## src/rtl/cap_timer.sv

```systemverilog
module cap_timer #(
  parameter int FILT_LEN = 4
) (
  input  logic       clk,
  input  logic       rst_n,
  input  logic [2:0] reg_addr,
  input  logic       reg_wr,
  input  logic [7:0] reg_wdata,
  output logic [7:0] reg_rdata,
  input  logic       cap_src0,
  input  logic       cap_src1,
  output logic       cap_irq,
  output logic       cmp_match
);
  localparam int BW = 8;
  localparam int CW = 2 * BW;
  localparam logic [7:0] CTRL_MASK = 8'hF9;

  logic [7:0]          ctrl;
  logic [CW-1:0]       cnt, cnt_nx, cmpv, capv;
  logic                flag, ie;
  logic                s1, s2, filt_q, lv_d;
  logic [FILT_LEN-2:0] hist;

  wire wide    = ctrl[7];
  wire cap_en  = ctrl[6];
  wire filt_en = ctrl[5];
  wire rise    = ctrl[4];
  wire src_sel = ctrl[3];
  wire ctc     = ctrl[0];

  wire ctrl_wr = reg_wr && reg_addr == 3'd0;
  wire lo_wr   = reg_wr && reg_addr == 3'd1;
  wire hi_wr   = reg_wr && reg_addr == 3'd2;
  wire cnt_wr  = lo_wr || hi_wr;
  wire stat_wr = reg_wr && reg_addr == 3'd7;

  wire [CW-1:0] cnt_v = wide ? cnt  : {{BW{1'b0}}, cnt[BW-1:0]};
  wire [CW-1:0] top_v = wide ? cmpv : {{BW{1'b0}}, cmpv[BW-1:0]};
  assign cmp_match = (cnt_v == top_v);

  wire raw     = src_sel ? cap_src1 : cap_src0;
  wire agree   = (&{hist, s2}) || !(|{hist, s2});
  wire lv      = filt_en ? filt_q : s2;
  wire cap_evt = cap_en && (lv != lv_d) && (lv == rise);

  assign cap_irq = flag && ie;

  always_comb begin
    if (ctc && cmp_match)
      cnt_nx = wide ? '0 : {cnt[CW-1:BW], {BW{1'b0}}};
    else if (wide)
      cnt_nx = cnt + 1'b1;
    else
      cnt_nx = {cnt[CW-1:BW], cnt[BW-1:0] + 1'b1};
  end

  always_ff @(posedge clk or negedge rst_n) begin
    if (!rst_n) begin
      ctrl <= '0;
      cnt  <= '0;
      cmpv <= '0;
    end else begin
      if (ctrl_wr) ctrl <= reg_wdata & CTRL_MASK;
      if (lo_wr)      cnt <= {cnt[CW-1:BW], reg_wdata};
      else if (hi_wr) cnt <= {reg_wdata, cnt[BW-1:0]};
      else            cnt <= cnt_nx;
      if (reg_wr && reg_addr == 3'd3) cmpv[BW-1:0]  <= reg_wdata;
      if (reg_wr && reg_addr == 3'd4) cmpv[CW-1:BW] <= reg_wdata;
    end
  end

  always_ff @(posedge clk or negedge rst_n) begin
    if (!rst_n) begin
      s1 <= 1'b0; s2 <= 1'b0; hist <= '0;
      filt_q <= 1'b0; lv_d <= 1'b0;
    end else begin
      s1   <= raw;
      s2   <= s1;
      hist <= {hist[FILT_LEN-3:0], s2};
      if (agree) filt_q <= s2;
      lv_d <= lv;
    end
  end

  always_ff @(posedge clk or negedge rst_n) begin
    if (!rst_n) begin
      capv <= '0; flag <= 1'b0; ie <= 1'b0;
    end else begin
      if (cap_evt) capv <= cnt_v;
      if (cap_evt) flag <= 1'b1;
      else if (stat_wr && reg_wdata[0]) flag <= 1'b0;
      if (stat_wr) ie <= reg_wdata[1];
    end
  end

  always_comb begin
    case (reg_addr)
      3'd0: reg_rdata = ctrl;
      3'd1: reg_rdata = cnt[BW-1:0];
      3'd2: reg_rdata = cnt[CW-1:BW];
      3'd3: reg_rdata = cmpv[BW-1:0];
      3'd4: reg_rdata = cmpv[CW-1:BW];
      3'd5: reg_rdata = capv[BW-1:0];
      3'd6: reg_rdata = capv[CW-1:BW];
      default: reg_rdata = {6'b0, ie, flag};
    endcase
  end

  p_rsvd_zero_r2: assert property (@(posedge clk) disable iff (!rst_n)
    ctrl[2:1] == 2'b00);

  p_ctc_wrap_r4: assert property (@(posedge clk) disable iff (!rst_n)
    (ctc && cmp_match && !cnt_wr && !ctrl_wr) |=> (cnt_v == '0));

  p_cap_copy_r5: assert property (@(posedge clk) disable iff (!rst_n)
    cap_evt |=> (capv == $past(cnt_v)));

  p_filter_hold_r8: assert property (@(posedge clk) disable iff (!rst_n)
    !agree |=> (filt_q == $past(filt_q)));

  p_cap_off_r9: assert property (@(posedge clk) disable iff (!rst_n)
    !cap_en |=> $stable(capv));

  p_flag_set_r10: assert property (@(posedge clk) disable iff (!rst_n)
    cap_evt |=> flag);
endmodule

```

## config.mk

```make
export PLATFORM = sky130hd
export DESIGN_NAME = cap_timer
export DESIGN_NICKNAME = d
export VERILOG_FILES = /design/src/rtl/cap_timer.sv
export SDC_FILE = /design/constraint.sdc
export NUM_CORES = 1
export LEC_CHECK = 0
export BUFFER_PORTS_ARGS = -buffer_cell sky130_fd_sc_hd__buf_2
export CORE_MARGIN = 5
export CORE_UTILIZATION = 40
export CTS_CLUSTER_DIAMETER = 150
export CTS_CLUSTER_SIZE = 8
export DETAILED_ROUTE_END_ITERATION = 8
export GPL_ROUTABILITY_DRIVEN = 0
export PLACE_DENSITY_LB_ADDON = 0.12
export SYNTH_ARGS = -nofsm -noshare
export SYNTH_HDL_FRONTEND = slang
export SYNTH_SLANG_ARGS = --single-unit
export TNS_END_PERCENT = 100
```

## constraint.sdc

```tcl
create_clock -name clk -period 3.5 [get_ports clk]
set_input_delay 0.525 -clock clk [delete_from_list [all_inputs] [get_ports clk]]
set_output_delay 0.525 -clock clk [all_outputs]
set_load 0.1 [all_outputs]
```

==> results.sh <==
export IMPL_layout_drive_gt1_share=0.236
export IMPL_num_fill_cells=834
export IMPL_cts_tree="done"
export IMPL_report_final_setup_viol=0
export IMPL_min_path_type="reg -> reg"
export IMPL_htreeDepth=3
export IMPL_endpoint_kind="output pin"
export IMPL_final_antenna_net_count=0
export IMPL_max_cap_violations=0
export IMPL_avgSynthCellArea_um2=9.98
export IMPL_synth_cell_types=50
export IMPL_most_common_layout_cells="dfrtp_1 (63), nand2_1 (36), mux2_2 (33), buf_2 (25), a21oi_1 (20)"
export IMPL_synth_nets=374
export IMPL_period_share=0.825
export IMPL_core_area_um2=8720
export IMPL_vias_per_cell=5.87
export IMPL_overflow=0
export IMPL_grt_usage=0.185
export IMPL_crit_fanout=26
export IMPL_crit_required_ns=2.97
export IMPL_clkSinkCount=63
export IMPL_whs_path_depth=0
export IMPL_fp_dieW_um=104
export IMPL_syn_to_final_growth_pct=10.1
export IMPL_diodes=0
export IMPL_initial_core_util=0.409
export IMPL_antenna_found_initial=0
export IMPL_finClkSkew_ns=0.00321
export IMPL_grt_max_degree=47
export IMPL_hold_viol_final=0
export IMPL_drc=0
export IMPL_reg2regPathDepth=6
export IMPL_seq_area_frac_synth=0.442
export IMPL_fin_crit_ns=2.89
export IMPL_synth_seq_cells=63
export IMPL_post_cts_resized=0
export IMPL_firstDrtPassIters=5
export IMPL_multi_input_area_um2=1820
export IMPL_powerDensity_nw_per_um2=754
export IMPL_ctsHoldBuffers=0
export IMPL_yosysWarnings=0
export IMPL_dp_final_hpwl_um=6780
export IMPL_start_kind="input pin"
export IMPL_clockBufferDepth=2
export IMPL_final_common_cell="dfrtp_1"
export IMPL_port_buffers=25
export IMPL_drv_slew=0
export IMPL_syn_inst=357
export IMPL_rows=34
export IMPL_clkTransAtPathRegs_ns=0.07
export IMPL_final_util=0.450
export IMPL_nets=385
export IMPL_drtIter0Drc=120
export IMPL_p_leak_uw=0.00163
export IMPL_die_h_um=104
export IMPL_fmax_mhz=346
export IMPL_die_area_um2=10900
export IMPL_setup_tns_ns=0
export IMPL_worstMarginPinSlew_ns=1.14
export IMPL_rsz0062_at_grt="false"
export IMPL_cts_root_buf="clkbuf_8"
export IMPL_clock_latency_ns=0.34
export IMPL_grt_pass1_wl_um=16000
export IMPL_routed_wl_um=9510
export IMPL_relSlewSlack=0.237
export IMPL_synthFlopType="dfrtp_1"
export IMPL_cts_buffers=9
export IMPL_seq_area_um2=1580
export IMPL_ir_drop_mv=0.323
export IMPL_status="complete, no violations"
export IMPL_ios=26
export IMPL_via_count=2824
export IMPL_grt_pass1_vias=2872
export IMPL_wl_per_cell_um=19.8
export IMPL_cp_data_arrival_time_ns=2.36
export IMPL_synthArstFlopShare=1.00
export IMPL_synth_edf_count=0
export IMPL_crit_type="in -> out"
export IMPL_syn_cell_area_um2=3560
export IMPL_postCtsSetupBuffers=0
[cells by family after synthesis]
logic type,after synthesis,synth area share
AOI/OAI and AO/OA,79,0.152
xor gates and xnor gates,16,0.0393
adders and majority gates,1,0.00351
buffers and inverters,34,0.0478
DFF,63,0.442
muxes,42,0.134
and+or+nand+nor,122,0.180
[routing by layer]
layer,GRT usage,up-vias,routed length (um),part of all wire
li1,-,1334,-,-
met1,0.272,1410,4680,0.49
met2,0.262,66,4280,0.45
met3,0.0503,14,360,0.038
met4,0.0583,0,187,0.020
met5,0,-,0,0
[worst max-delay path, cell delays in order]
cell	delay (ns)
buf_2	0.44
inv_1	0.15
nor2_1	0.34
a22oi_1	0.12
o22ai_1	0.18
a21oi_1	0.06
nor2_1	0.11
buf_2	0.43
[Yosys cell counts, types with 2 or more instances]
| library cell | count | area (um2) |
|---|---|---|
| mux2i_1 | 7 | 70.1 |
| a31oi_1 | 2 | 12.5 |
| dfrtp_1 | 63 | 1580 |
| mux2_2 | 33 | 372 |
| inv_1 | 3 | 11.3 |
| a221o_1 | 14 | 140 |
| nand3_1 | 19 | 95.1 |
| and2_1 | 4 | 25.0 |
| buf_4 | 2 | 15.0 |
| a221oi_1 | 2 | 17.5 |
| nor4b_1 | 3 | 26.3 |
| nand4_1 | 7 | 43.8 |
| nor2_1 | 18 | 67.6 |
| o31ai_1 | 3 | 22.5 |
| buf_2 | 14 | 70.1 |
| or3_1 | 4 | 25.0 |
| a211oi_1 | 2 | 15.0 |
| clkbuf_1 | 10 | 37.5 |
| buf_6 | 2 | 22.5 |
| a32oi_1 | 2 | 17.5 |
| nor2b_1 | 3 | 18.8 |
| nor2_2 | 2 | 12.5 |
| and3_1 | 2 | 12.5 |
| clkbuf_2 | 2 | 10.0 |
| nor3_1 | 6 | 30.0 |
| xnor2_1 | 16 | 140 |
| o21a_1 | 2 | 15.0 |
| nand2_1 | 36 | 135 |
| o21ai_0 | 17 | 85.1 |
| or4_1 | 8 | 60.1 |
| a22oi_1 | 8 | 60.1 |
| a21oi_1 | 20 | 100 |
| nand2b_1 | 3 | 18.8 |
| a21o_1 | 2 | 15.0 |
[path summary, 6_finish.rpt]
| path | startpoint | to | slack, ns |
|---|---|---|---|
| setup / recovery | reg_addr[0] | reg_rdata[1] | 0.61 |
| hold / removal | s1$_DFF_PN0_ | s2$_DFF_PN0_ | 0.35 |
| setup reg to reg | cnt[9]$_DFFE_PN0P_ | cnt[6]$_DFFE_PN0P_ | 1.08 |
| hold reg to reg | s1$_DFF_PN0_ | s2$_DFF_PN0_ | 0.35 |
| max in group asynchronous | rst_n | capv[4]$_DFFE_PN0P_ | 2.28 |
| min in group asynchronous | rst_n | hist[2]$_DFF_PN0_ | 0.36 |
[metrics by stage]
| stage | hold WS (ns) | setup slack, ns | area, um2 | cells | total power [uW] |
|---|---|---|---|---|---|
| floorplan | 0.229 | 0.190 | 3560 | 357 | 2030 |
| global placement | 0.335 | 0.683 | 3710 | 465 | 2270 |
| detailed placement | 0.343 | 0.606 | 3710 | 465 | 2270 |
| CTS | 0.352 | 0.616 | 3920 | 481 | 2970 |
| global route | 0.364 | 0.413 | 3920 | 481 | 3150 |
| finish | 0.351 | 0.611 | 3920 | 481 | 2960 |
[flip-flops by register name, summed over array words and instances, names as in the netlist]
name / count
s2: 1
lv_d: 1
ctrl: 6
ie: 1
s1: 1
cmpv: 16
hist: 3
cnt: 16
flag: 1
filt_q: 1
capv: 16
[where the power goes]
group	internal [uW]	leakage [uW]	total (uW)	switching [uW]
clock	398	0.000102	690	292
combinational	411	0.000749	973	562
sequential	964	0.000779	1290	329
total	1770	0.00163	2960	1180
[cell type report]
| class | count | area share |
|---|---|---|
| Clock buffer | 10 | 0.0325 |
| Clock inverter | 6 | 0.0217 |
| Inverter | 3 | 0.00287 |
| Multi-Input combinational cell | 260 | 0.463 |
| Sequential cell | 63 | 0.402 |
| Tap cell | 108 | 0.0344 |
| Timing Repair Buffer | 31 | 0.0434 |
(Power assumes the default switching activity.)
